File: src/rtl/baud_tick_gen.sv
module baud_tick_gen #(
  parameter int PRE_W = 4,
  parameter int DIV_W = 11
) (
  input  logic             clk,
  input  logic             rst_n,
  input  logic             sync_mode,
  input  logic [PRE_W-1:0] pre_val,
  input  logic [DIV_W-1:0] div_val,
  output logic             tick,
  output logic             bit_clk
);
  localparam int GAP_W = PRE_W + DIV_W + 1;

  logic [PRE_W-1:0] pre_q, pcnt;
  logic [DIV_W-1:0] div_q, dcnt;
  logic             mode_q;

  wire chg     = (pre_val != pre_q) || (div_val != div_q) || (sync_mode != mode_q);
  wire pre_end = (pcnt == '0);
  wire div_end = (dcnt == '0);
  wire pre_en  = pre_end && !chg;
  wire fire    = pre_en && div_end;

  always_ff @(posedge clk) begin
    if (!rst_n) begin
      pre_q   <= '0;
      div_q   <= '0;
      mode_q  <= 1'b0;
      pcnt    <= '0;
      dcnt    <= '0;
      tick    <= 1'b0;
      bit_clk <= 1'b0;
    end else begin
      pre_q  <= pre_val;
      div_q  <= div_val;
      mode_q <= sync_mode;
      tick   <= fire;
      if (chg) begin
        pcnt    <= pre_val;
        dcnt    <= div_val;
        bit_clk <= 1'b0;
      end else begin
        pcnt <= pre_end ? pre_q : pcnt - 1'b1;
        if (pre_en) dcnt <= div_end ? div_q : dcnt - 1'b1;
        if (fire && mode_q) bit_clk <= ~bit_clk;
      end
    end
  end

  // checking only: cycles since the last pulse or restart
  logic [GAP_W-1:0] gap;
  wire  [GAP_W-1:0] period_w = (GAP_W'(pre_q) + GAP_W'(1)) * (GAP_W'(div_q) + GAP_W'(1));

  always_ff @(posedge clk) begin
    if (!rst_n)            gap <= '0;
    else if (chg || fire)  gap <= '0;
    else                   gap <= gap + 1'b1;
  end

  assert_gap_within_period_R2: assert property (@(posedge clk) disable iff (!rst_n)
    gap < period_w);

  assert_single_cycle_tick_R3: assert property (@(posedge clk) disable iff (!rst_n)
    (tick && period_w != GAP_W'(1)) |=> !tick);

  assert_restart_no_tick_R5: assert property (@(posedge clk) disable iff (!rst_n)
    chg |=> !tick);

  assert_bitclk_moves_on_tick_R6: assert property (@(posedge clk) disable iff (!rst_n)
    !$stable(bit_clk) |-> (tick || $past(chg)));

  assert_async_bitclk_low_R7: assert property (@(posedge clk) disable iff (!rst_n)
    !mode_q |-> !bit_clk);
endmodule

File: config.mk
export PLATFORM = sky130hd
export DESIGN_NAME = baud_tick_gen
export DESIGN_NICKNAME = d
export VERILOG_FILES = /design/src/rtl/baud_tick_gen.sv
export SDC_FILE = /design/constraint.sdc
export NUM_CORES = 1
export LEC_CHECK = 0
export BUFFER_PORTS_ARGS = -buffer_cell sky130_fd_sc_hd__buf_2
export CAP_MARGIN = 10
export CORE_MARGIN = 5
export CORE_UTILIZATION = 61
export DETAILED_ROUTE_END_ITERATION = 8
export MAX_ROUTING_LAYER = met4
export PLACE_DENSITY = 0.83
export SYNTH_ARGS = -nofsm -noshare
export SYNTH_HDL_FRONTEND = slang
export SYNTH_SLANG_ARGS = --single-unit
export TNS_END_PERCENT = 10
File: constraint.sdc
create_clock -name clk -period 3 [get_ports clk]
set_clock_uncertainty 0.2 [all_clocks]
set_input_delay 0.15 -clock clk [delete_from_list [all_inputs] [get_ports clk]]
set_output_delay 0.15 -clock clk [all_outputs]
set_load 0.05 [all_outputs]
==> impl_metrics.env <==
export IMPL_syn_nets=204
export IMPL_drt_iter0_drc=120
export IMPL_max_freq_mhz=428
export IMPL_crit_type="in2reg"
export IMPL_path_clk_slew_ns=0.09
export IMPL_viasPerCell=6.07
export IMPL_final_common_cell="dfxtp_1"
export IMPL_grt_ovfl_total=0
export IMPL_peakVddDrop_uv=378
export IMPL_grt_max_degree=33
export IMPL_synth_area_um2=1630
export IMPL_place_congestion=0.843
export IMPL_yosysTopAreaCellShare_pct=40.5
export IMPL_dr_total_vias=1530
export IMPL_cts_tree="done"
export IMPL_cts_sinks=33
export IMPL_slew_headroom_pct=63.6
export IMPL_routed_wl_um=3970
export IMPL_dp_worst_setup_slack_ns=0.832
export IMPL_seq_area_frac_synth_pct=40.5
export IMPL_dpl_instance_area_um2=1750
export IMPL_drive_above_1_share_pct=14.4
export IMPL_final_net_count=242
export IMPL_hold_class="in2reg"
export IMPL_cp_data_arrival_time_ns=2.37
export IMPL_finalSetupViolations=0
export IMPL_power_density_nw_per_um2=453
export IMPL_p_leak_nw=0.754
export IMPL_grt_pass1_wl_um=6710
export IMPL_clock_latency_ns=0.34
export IMPL_dieArea_um2=3810
export IMPL_yosys_warnings=0
export IMPL_finalSetupTns_ns=0
export IMPL_ctsLongestPathBuffers=2
export IMPL_dpl_cell_count=229
export IMPL_antenna_left=0
export IMPL_core_rowCount=18
export IMPL_fp_coreArea_um2=2520
export IMPL_drt_first_pass_iters=6
export IMPL_fp_dieW_um=61.7
export IMPL_syn_inst=184
export IMPL_status="completed"
export IMPL_postSynthAreaPerCell_um2=8.86
export IMPL_synthToLayoutAreaGrowth_pct=20.3
export IMPL_fin_cells=252
export IMPL_cp_end_kind="register"
export IMPL_cts_buffers=5
export IMPL_worst_pin_slew_ns=0.542
export IMPL_rsz0062_at_grt="no"
export IMPL_wire_per_inst_um=15.7
export IMPL_htree_levels=2
export IMPL_postCtsSetupBuffers=0
export IMPL_hpwl_um=2740
export IMPL_layout_common_cells="33 x dfxtp_1, 19 x xnor2_1, 19 x buf_2"
export IMPL_crit_path_max_fanout=17
export IMPL_postLayoutCellArea_um2=1960
export IMPL_min_period_ns=2.33
export IMPL_cts_root_buf="clkbuf_4"
export IMPL_hold_viol_final=0
export IMPL_fin_ws_ns=0.666
export IMPL_fp_dieH_um=61.7
export IMPL_maxSlewViolCount=0
export IMPL_yosysTopAreaCell="dfxtp_1"
export IMPL_synth_distinct_cells=37
export IMPL_start_kind="input pin"
export IMPL_ioPinCount=20
export IMPL_cts_resized=0
export IMPL_post_route_drc_count=0
export IMPL_n_antenna_cell=0
export IMPL_fin_crit_sh_pct=77.8
export IMPL_io_buffers=19
export IMPL_start_util_pct=64.6
export IMPL_total_power_mw=0.888
export IMPL_cap_violations=0
export IMPL_first_global_vias=1492
export IMPL_netlist_top_cells_area="dfxtp_1 41%, xnor2_1 10%, and2_1 5.8%"
export IMPL_grtUsageTotal_pct=25.4
export IMPL_ys_seq_elements=33
export IMPL_cp_required_ns=3.04
export IMPL_antenna_found_initial=0
-- worst paths after layout --
path                            slack [ns]  depth (start not counted)      end       start
worst min-delay path                  0.07                          2  pcnt[0]       rst_n
worst max register to register        0.80                          6  pcnt[2]    div_q[3]
worst max-delay path                  0.67                          8  pcnt[2]  div_val[3]
worst min register to register        0.36                          2  bit_clk     bit_clk
-- report_power, final --
| part | switching [mW] | total [mW] | internal (mW) |
|---|---|---|---|
| Combinational | 0.0714 | 0.147 | 0.0755 |
| Sequential | 0.0255 | 0.486 | 0.460 |
| Clock | 0.145 | 0.255 | 0.110 |
| Total | 0.241 | 0.888 | 0.646 |
-- cells in the mapped netlist (all sizes together) --
cell type / instances
a211oi: 1
a21oi: 5
a31oi: 7
and2: 15
and3: 1
buf: 2
clkbuf: 4
dfxtp: 33
ha: 2
inv: 6
mux2: 1
mux2i: 5
nand2: 16
nand3: 3
nand3b: 1
nand4: 4
nor2: 8
nor2b: 4
nor3: 6
nor3b: 1
nor4: 6
nor4b: 1
o211a: 1
o211ai: 5
o21a: 2
o21ai: 16
o22ai: 1
o31ai: 2
o41ai: 1
or3: 2
or4: 2
xnor2: 19
xor2: 1
-- cells by family (layout without fill, tap and decap cells) --
group / count (synthesis) / count (layout) / synth area share, %
xor+xnor: 20 / 20 / 10.7
buf+inv: 12 / 50 / 3.30
mux: 6 / 6 / 3.76
flops: 33 / 33 / 40.5
compound gates: 41 / 41 / 15.3
fa+ha+maj: 2 / 2 / 1.53
simple gates: 70 / 70 / 24.9
-- metal layers --
metal | part of all wire (%) | wire (um) | vias up | global-route usage, %
met1 | 40 | 1590 | 709 | 29.6
met3 | 7.5 | 296 | 18 | 7.64
met2 | 49 | 1950 | 68 | 40.2
li1 | - | - | 735 | -
met5 | 0 | 0 | - | -
met4 | 3.3 | 132 | 0 | 11.8
-- sequential cells by signal, summed over array words and instances (netlist names) --
name	count
div_q	11
dcnt	11
mode_q	1
pcnt	4
tick	1
pre_q	4
bit_clk	1
-- final cells by class --
type                            instances  area [um2]
Timing Repair Buffer                   37         270
Multi-Input combinational cell        139         916
Sequential cell                        33         661
Fill cell                             175         561
Inverter                                6        22.5
Clock buffer                            7        55.1
Tap cell                               30        37.5
-- critical path, cell delays in order --
cell           delay [ns]
dlygate4sd3_1        0.53
buf_2                0.13
xnor2_1              0.20
nand4_1              0.19
nor4_4               0.56
buf_4                0.33
mux2i_1              0.21
nor2b_1              0.06
-- what timing repair did --
| action | in CTS | in global routing |
|---|---|---|
| endpoints found under the hold margin | 31 | 0 |
| hold buffers | 16 | 0 |
| setup endpoints to repair | 0 | 0 |
-- metrics by stage --
stage	utilization [%]	hold slack, ns
2_1_floorplan	-	0.0616
3_3_place_gp	69.2	0.184
3_5_place_dp	69.2	0.194
4_1_cts	77.8	0.0638
5_1_grt	77.8	0.0804
6_report	77.8	0.0715
Power figures use the tool's default switching activity.
